### config.mk
export PLATFORM = sky130hd
export DESIGN_NAME = rtick_irq
export DESIGN_NICKNAME = d
export VERILOG_FILES = /design/src/rtl/rtick_pkg.sv /design/src/rtl/rtick_regs.sv /design/src/rtl/rtick_interval.sv /design/src/rtl/rtick_flag.sv /design/src/rtl/rtick_irq.sv
export SDC_FILE = /design/constraint.sdc
export NUM_CORES = 1
export LEC_CHECK = 0
export ABC_AREA = 0
export BUFFER_PORTS_ARGS = -buffer_cell sky130_fd_sc_hd__buf_2
export CORE_MARGIN = 2
export CORE_UTILIZATION = 56
export DETAILED_ROUTE_END_ITERATION = 12
export PLACE_DENSITY = 0.78
export SLEW_MARGIN = 40
export SYNTH_ARGS = -nofsm -noshare
export SYNTH_HDL_FRONTEND = slang
export SYNTH_SLANG_ARGS = --single-unit
### constraint.sdc
create_clock -name clk -period 2.7 [get_ports clk]
set_clock_uncertainty 0.15 [all_clocks]
set_input_delay 0.135 -clock clk [delete_from_list [all_inputs] [get_ports clk]]
set_output_delay 0.135 -clock clk [all_outputs]
set_load 0.05 [all_outputs]
### src/rtl/rtick_pkg.sv
// Shared definitions for the periodic interrupt timer.
// Assumes byte-wide registers with the flag and enable at bit 6.
package rtick_pkg;
    typedef enum logic [1:0] {
        SEL_RATE = 2'd0,
        SEL_MASK = 2'd1,
        SEL_FLAG = 2'd2,
        SEL_NONE = 2'd3
    } reg_sel_e;

    localparam int FLAG_BIT = 6;
    localparam int EN_BIT   = 6;
endpackage

### src/rtl/rtick_regs.sv
// Register decode for the periodic interrupt timer: holds the rate code
// and the interrupt enable, and turns writes into restart and clear strobes.
// Assumes DATA_W covers bit 6.
module rtick_regs #(
    parameter int DATA_W = 8,
    parameter int RATE_W = 2,
    parameter int SEL_W  = 2
) (
    input  logic              clk,
    input  logic              rst_n,
    input  logic [SEL_W-1:0]  reg_sel,
    input  logic              wr_en,
    input  logic [DATA_W-1:0] wr_data,
    output logic [RATE_W-1:0] rate,
    output logic              irq_en,
    output logic              restart,
    output logic              clr_req
);
    import rtick_pkg::*;

    logic hit_rate, hit_mask, hit_flag;

    // Decode which register a write targets.
    always_comb begin
        hit_rate = wr_en && (reg_sel == SEL_W'(SEL_RATE));
        hit_mask = wr_en && (reg_sel == SEL_W'(SEL_MASK));
        hit_flag = wr_en && (reg_sel == SEL_W'(SEL_FLAG));
    end

    // Store the rate code and the enable; other bits are dropped.
    always_ff @(posedge clk) begin
        if (!rst_n) begin
            rate   <= '0;
            irq_en <= 1'b0;
        end else begin
            if (hit_rate) rate   <= wr_data[RATE_W-1:0];
            if (hit_mask) irq_en <= wr_data[EN_BIT];
        end
    end

    // Strobes: a rate write restarts the interval, and a 1 at the flag bit clears it.
    always_comb begin
        restart = hit_rate;
        clr_req = hit_flag && wr_data[FLAG_BIT];
    end
endmodule

### src/rtl/rtick_interval.sv
// Interval counter: counts tick cycles up to 2^(BASE_LOG2+rate)-1 and
// pulses expire on the tick that completes the interval.
// Assumes rate changes only together with restart.
module rtick_interval #(
    parameter int BASE_LOG2 = 13,
    parameter int RATE_W    = 2
) (
    input  logic              clk,
    input  logic              rst_n,
    input  logic              tick,
    input  logic              restart,
    input  logic [RATE_W-1:0] rate,
    output logic              expire
);
    localparam int CNT_W = BASE_LOG2 + (2 ** RATE_W) - 1;

    logic [CNT_W-1:0] cnt;
    logic [CNT_W:0]   span;
    logic [CNT_W-1:0] limit;

    // Terminal count for the selected rate.
    always_comb begin
        span   = (CNT_W+1)'(1) << (BASE_LOG2 + int'(rate));
        limit  = CNT_W'(span - (CNT_W+1)'(1));
        expire = tick && !restart && (cnt == limit);
    end

    // Advance on tick, wrap at the limit, zero on restart or reset.
    always_ff @(posedge clk) begin
        if (!rst_n || restart) cnt <= '0;
        else if (expire)       cnt <= '0;
        else if (tick)         cnt <= cnt + CNT_W'(1);
    end


    cnt_range_chk: assert property (@(posedge clk) disable iff (!rst_n)
        cnt <= limit);

    restart_zero_chk: assert property (@(posedge clk) disable iff (!rst_n)
        restart |=> (cnt == '0));

    idle_hold_chk: assert property (@(posedge clk) disable iff (!rst_n)
        (!tick && !restart) |=> $stable(cnt));
endmodule

### src/rtl/rtick_flag.sv
// Sticky pending flag: set by an interval expiry, cleared by software.
// When both happen in one cycle, the set wins.
module rtick_flag (
    input  logic clk,
    input  logic rst_n,
    input  logic expire,
    input  logic clr_req,
    output logic flag
);
    // Hold, clear or set the pending flag.
    always_ff @(posedge clk) begin
        if (!rst_n)       flag <= 1'b0;
        else if (expire)  flag <= 1'b1;
        else if (clr_req) flag <= 1'b0;
    end


    set_wins_chk: assert property (@(posedge clk) disable iff (!rst_n)
        expire |=> flag);

    clear_chk: assert property (@(posedge clk) disable iff (!rst_n)
        (clr_req && !expire) |=> !flag);

    sticky_chk: assert property (@(posedge clk) disable iff (!rst_n)
        (flag && !clr_req) |=> flag);
endmodule

### src/rtl/rtick_irq.sv
// Periodic interrupt timer top: wires the register decode, the interval
// counter and the sticky flag together, and provides the read mux and irq.
// Assumes tick is a one-cycle strobe synchronous to clk.
module rtick_irq #(
    parameter int BASE_LOG2 = 13,
    parameter int RATE_W    = 2,
    parameter int DATA_W    = 8,
    parameter int SEL_W     = 2
) (
    input  logic              clk,
    input  logic              rst_n,
    input  logic              tick,
    input  logic [SEL_W-1:0]  reg_sel,
    input  logic              wr_en,
    input  logic [DATA_W-1:0] wr_data,
    output logic [DATA_W-1:0] rd_data,
    output logic              irq
);
    import rtick_pkg::*;

    logic [RATE_W-1:0] rate;
    logic              irq_en, restart, clr_req, expire, flag;

    rtick_regs #(.DATA_W(DATA_W), .RATE_W(RATE_W), .SEL_W(SEL_W)) u_regs (
        .clk(clk), .rst_n(rst_n), .reg_sel(reg_sel), .wr_en(wr_en),
        .wr_data(wr_data), .rate(rate), .irq_en(irq_en),
        .restart(restart), .clr_req(clr_req)
    );

    rtick_interval #(.BASE_LOG2(BASE_LOG2), .RATE_W(RATE_W)) u_interval (
        .clk(clk), .rst_n(rst_n), .tick(tick), .restart(restart),
        .rate(rate), .expire(expire)
    );

    rtick_flag u_flag (
        .clk(clk), .rst_n(rst_n), .expire(expire), .clr_req(clr_req),
        .flag(flag)
    );

    // Gate the pending flag with the enable.
    always_comb irq = flag && irq_en;

    // Return the selected register; unused bits read zero.
    always_comb begin
        rd_data = '0;
        case (reg_sel)
            SEL_W'(SEL_RATE): rd_data[RATE_W-1:0] = rate;
            SEL_W'(SEL_MASK): rd_data[EN_BIT]     = irq_en;
            SEL_W'(SEL_FLAG): rd_data[FLAG_BIT]   = flag;
            default:          rd_data             = '0;
        endcase
    end


    irq_needs_en_chk: assert property (@(posedge clk) disable iff (!rst_n)
        (wr_en && reg_sel == SEL_W'(SEL_MASK) && !wr_data[EN_BIT]) |=> !irq);
endmodule

==> qor.log <==
qor: global_routing.grt_max_degree 17
qor: synthesis.synth-seq-area-share 38.6%
qor: sta.report.final.setup_viol 0
qor: power_and_ir_drop.vdd_drop_max 0.323 mV
qor: synthesis.synth.largest_area_cell sky130_fd_sc_hd__dfxtp_1
qor: sta.worst_hold_margin 0.0375 ns
qor: flow_run.max_cap_viol_count 0
qor: final_layout.layout_common_cells 20 x sky130_fd_sc_hd__dfxtp_1, 19 x sky130_fd_sc_hd__nor2_1, 12 x sky130_fd_sc_hd__nand2_1, 12 x sky130_fd_sc_hd__buf_2, 11 x sky130_fd_sc_hd__xor2_1
qor: global_routing.number_of_global_route_vias_before_repair 713
qor: sta.fmax 530 MHz
qor: synthesis.synth_compound_area_share 5.31%
qor: synthesis.netlist_area 1040 sq um
qor: power_and_ir_drop.switchingPower 137 uW
qor: power_and_ir_drop.design_power_total 606 uW
qor: detailed_routing.postRouteAntennaNets 0
qor: power_and_ir_drop.seq_power_share 50.2%
qor: clocking.postCtsSetupBuffers 0
qor: synthesis.postSynthCellCount 117
qor: die.core_region_area 1730 sq um
qor: synthesis.synthMuxAreaShare 0.966%
qor: synthesis.ys_ff_latch 20
qor: die.die_width 47.0 microns
qor: synthesis.cell_variety_after_synth 27
qor: power_and_ir_drop.sw_frac_of_total 22.5%
qor: setup_path.setup.worst_path.start_class flop
qor: sta.finalHoldViolCount 0
qor: setup_path.crit_path_max_incr_delay 0.40 ns
qor: detailed_routing.post_detailed_route_via_to_cell_ratio 5.01
qor: setup_path.cp_data_arrival_time 1.93 ns
qor: setup_path.crit_slowest_cell sky130_fd_sc_hd__dfxtp_1
qor: die.floorplan.die.height 47.0 microns
qor: power_and_ir_drop.power_leakage 0.000524 uW
qor: final_layout.finish.instance_area 1210 sq um
qor: die.initial_core_util 60.0%
qor: placement.detailed_place_hpwl 1.31 mm
qor: power_and_ir_drop.share_comb_of_total_power 9.5%
qor: clocking.clk-insertion-delay-late 0.30 ns
qor: global_routing.grt_use_total 20.5%
qor: global_routing.antenna_found_initial 0
qor: die.design.die.area 2210 sq um
qor: detailed_routing.detailedRoute.firstPassIterationCount 5
qor: clocking.cts_num_sinks 20
qor: synthesis.ys_top_cells_by_area sky130_fd_sc_hd__dfxtp_1 39%, sky130_fd_sc_hd__xor2_1 9.3%, sky130_fd_sc_hd__nor2_1 6.9%
qor: global_routing.grt_first_pass_wirelength 3.15 mm
qor: sta.drv_slew 0
qor: placement.place.port_buffers 12
qor: synthesis.syn_area_per_cell 8.85 sq um
qor: die.io_pins 23
qor: detailed_routing.vias 812
qor: sta.grt_setup_unrepaired no
qor: sta.tns 0 ns
qor: synthesis.yosys_warnings 0
qor: detailed_routing.drt_iter0_markers 8
qor: synthesis.area_share_of_the_largest_cell_type_after_synthesis 38.6%
qor: synthesis.post_synth_xor_area_fraction 14.4%
qor: synthesis.synth_top_family_by_area simple AND/OR/NAND/NOR gates
qor: global_routing.grt_overflow 0
qor: synthesis.synth_simple_gate_area_share 28.1%
qor: clocking.cts_tree done
qor: clocking.cts.htree.levels 1
qor: final_layout.finalNetCount 157
qor: sta.period_share 69.9%
qor: final_layout.n_antenna_cell 0
qor: final_layout.final_common_cell sky130_fd_sc_hd__dfxtp_1
qor: power_and_ir_drop.power_frac_clock 40.3%
qor: sta.finalWorstPathRequiredPeriod 1.89 ns
qor: detailed_routing.drt-total-wl 1.90 mm
qor: detailed_routing.wl_per_cell 11.7 microns
qor: setup_path.critPathCaptureType flop
qor: clocking.ctsRootBufferMaster sky130_fd_sc_hd__clkbuf_4
qor: setup_path.endpoint_required_time_on_the_critical_path 2.74 ns
qor: setup_path.path_cells ha_1, a21bo_2, nor4_1, nand4_2, nand3_2, nor2_1
qor: power_and_ir_drop.cell_internal_pwr 469 uW
qor: detailed_routing.route.detailed.drc 0
qor: synthesis.yosys.area_share.adder 6.04%
qor: final_layout.areaGrowthSynthToFinish 16.7%
qor: placement.gp_congestion 0.784
qor: min_path.hold_path_class primary input to flop
qor: final_layout.final_layout_size_suffix_gt1_share 17.5%
qor: placement.place_area 1090 sq um
qor: setup_path.timing.setup.critical_path_class flop to flop
qor: die.rows 15
qor: clocking.clkSlewWorstSetupHoldPaths 0.12 ns
qor: clocking.cts-buffers-inserted 3
qor: power_and_ir_drop.power_density 501 nW/um^2
qor: setup_path.maximum_fanout_along_the_worst_path 16
qor: clocking.cts_max_path_buffers 2
qor: status.status finished, final reports clean
==> Yosys cell counts, drive strengths merged <==
cell    number
dfxtp       20
nor2        19
nand2       12
xor2        11
nand3       10
buf          7
xnor2        6
ha           5
nand4        5
a21boi       4
and2         3
and4         3
inv          2
a21bo        1
a22oi        1
and3         1
conb         1
mux2i        1
nor2b        1
nor3         1
nor4         1
o211ai       1
or2          1
==> final cells by class <==
| type | instances | area [sq um] |
|---|---|---|
| Clock inverter | 1 | 30.0 |
| Tap cell | 25 | 31.3 |
| Fill cell | 145 | 518 |
| Multi-Input combinational cell | 92 | 587 |
| Inverter | 2 | 7.51 |
| Clock buffer | 3 | 22.5 |
| Sequential cell | 20 | 400 |
| Timing Repair Buffer | 19 | 130 |
==> power groups by stage <==
stage	combinational [uW]	clock, uW	sequential (uW)
finish	57.8	244	304
global route	64.5	255	305
CTS	56.9	250	304
floorplan	46.3	0	310
detailed placement	50.4	0	311
global placement	49.0	0	310
==> state kept, by name, indices dropped and copies added, names as in the netlist <==
register        flops
u_interval.cnt     16
u_flag.flag         1
u_regs.irq_en       1
u_regs.rate         2
==> worst max-delay path, delay by kind of cell, from the launching register on <==
kind                     cells  cell delay [ns]
adder cells (fa/ha/maj)      1             0.16
AO/OA/AOI/OAI                1             0.21
AND/OR/NAND/NOR              4             0.85
flip-flops                   1             0.40
==> metrics by stage <==
| step | setup slack, ns | util [%] | instances |
|---|---|---|---|
| global route | 0.679 | 70.0 | 162 |
| global placement | 0.867 | 62.9 | 151 |
| floorplan | 1.05 | - | 121 |
| detailed placement | 0.829 | 62.9 | 151 |
| finish | 0.814 | 70.0 | 162 |
| CTS | 0.789 | 70.0 | 162 |
==> final timing paths <==
kind | cells past startpoint | start | to | slack, ns
max | 6 | u_interval.cnt[1]$_SDFFE_PP0P_ | u_interval.cnt[1]$_SDFFE_PP0P_ | 0.81
min | 3 | tick | u_interval.cnt[0]$_SDFFE_PP0P_ | 0.04
max reg2reg | 6 | u_interval.cnt[1]$_SDFFE_PP0P_ | u_interval.cnt[1]$_SDFFE_PP0P_ | 0.81
min reg2reg | 2 | u_flag.flag$_SDFFE_PN0P_ | u_flag.flag$_SDFFE_PN0P_ | 0.37
==> logic make-up (layout without fill, tap and decap cells) <==
| kind of cell | Yosys count | count (layout) |
|---|---|---|
| AOI/OAI and AO/OA | 7 | 7 |
| muxes | 1 | 1 |
| DFF | 20 | 20 |
| xor gates and xnor gates | 17 | 17 |
| other | 1 | 5 |
| adders and majority gates | 5 | 5 |
| and+or+nand+nor | 57 | 57 |
| buffers and inverters | 9 | 25 |
==> layer usage <==
layer  part of all wire, %  global-route usage, %
met5                     0                      0
met4                  0.69                   5.00
met3                   2.5                   3.46
met2                    52                   36.7
met1                    45                   25.5
==> what timing repair did <==
action,CTS,global route
hold endpoints to repair,4,0
resized for setup,0,0
endpoints found under the setup margin,0,0
hold buffers,7,0
No activity file was read; power rests on OpenSTA's default activity.
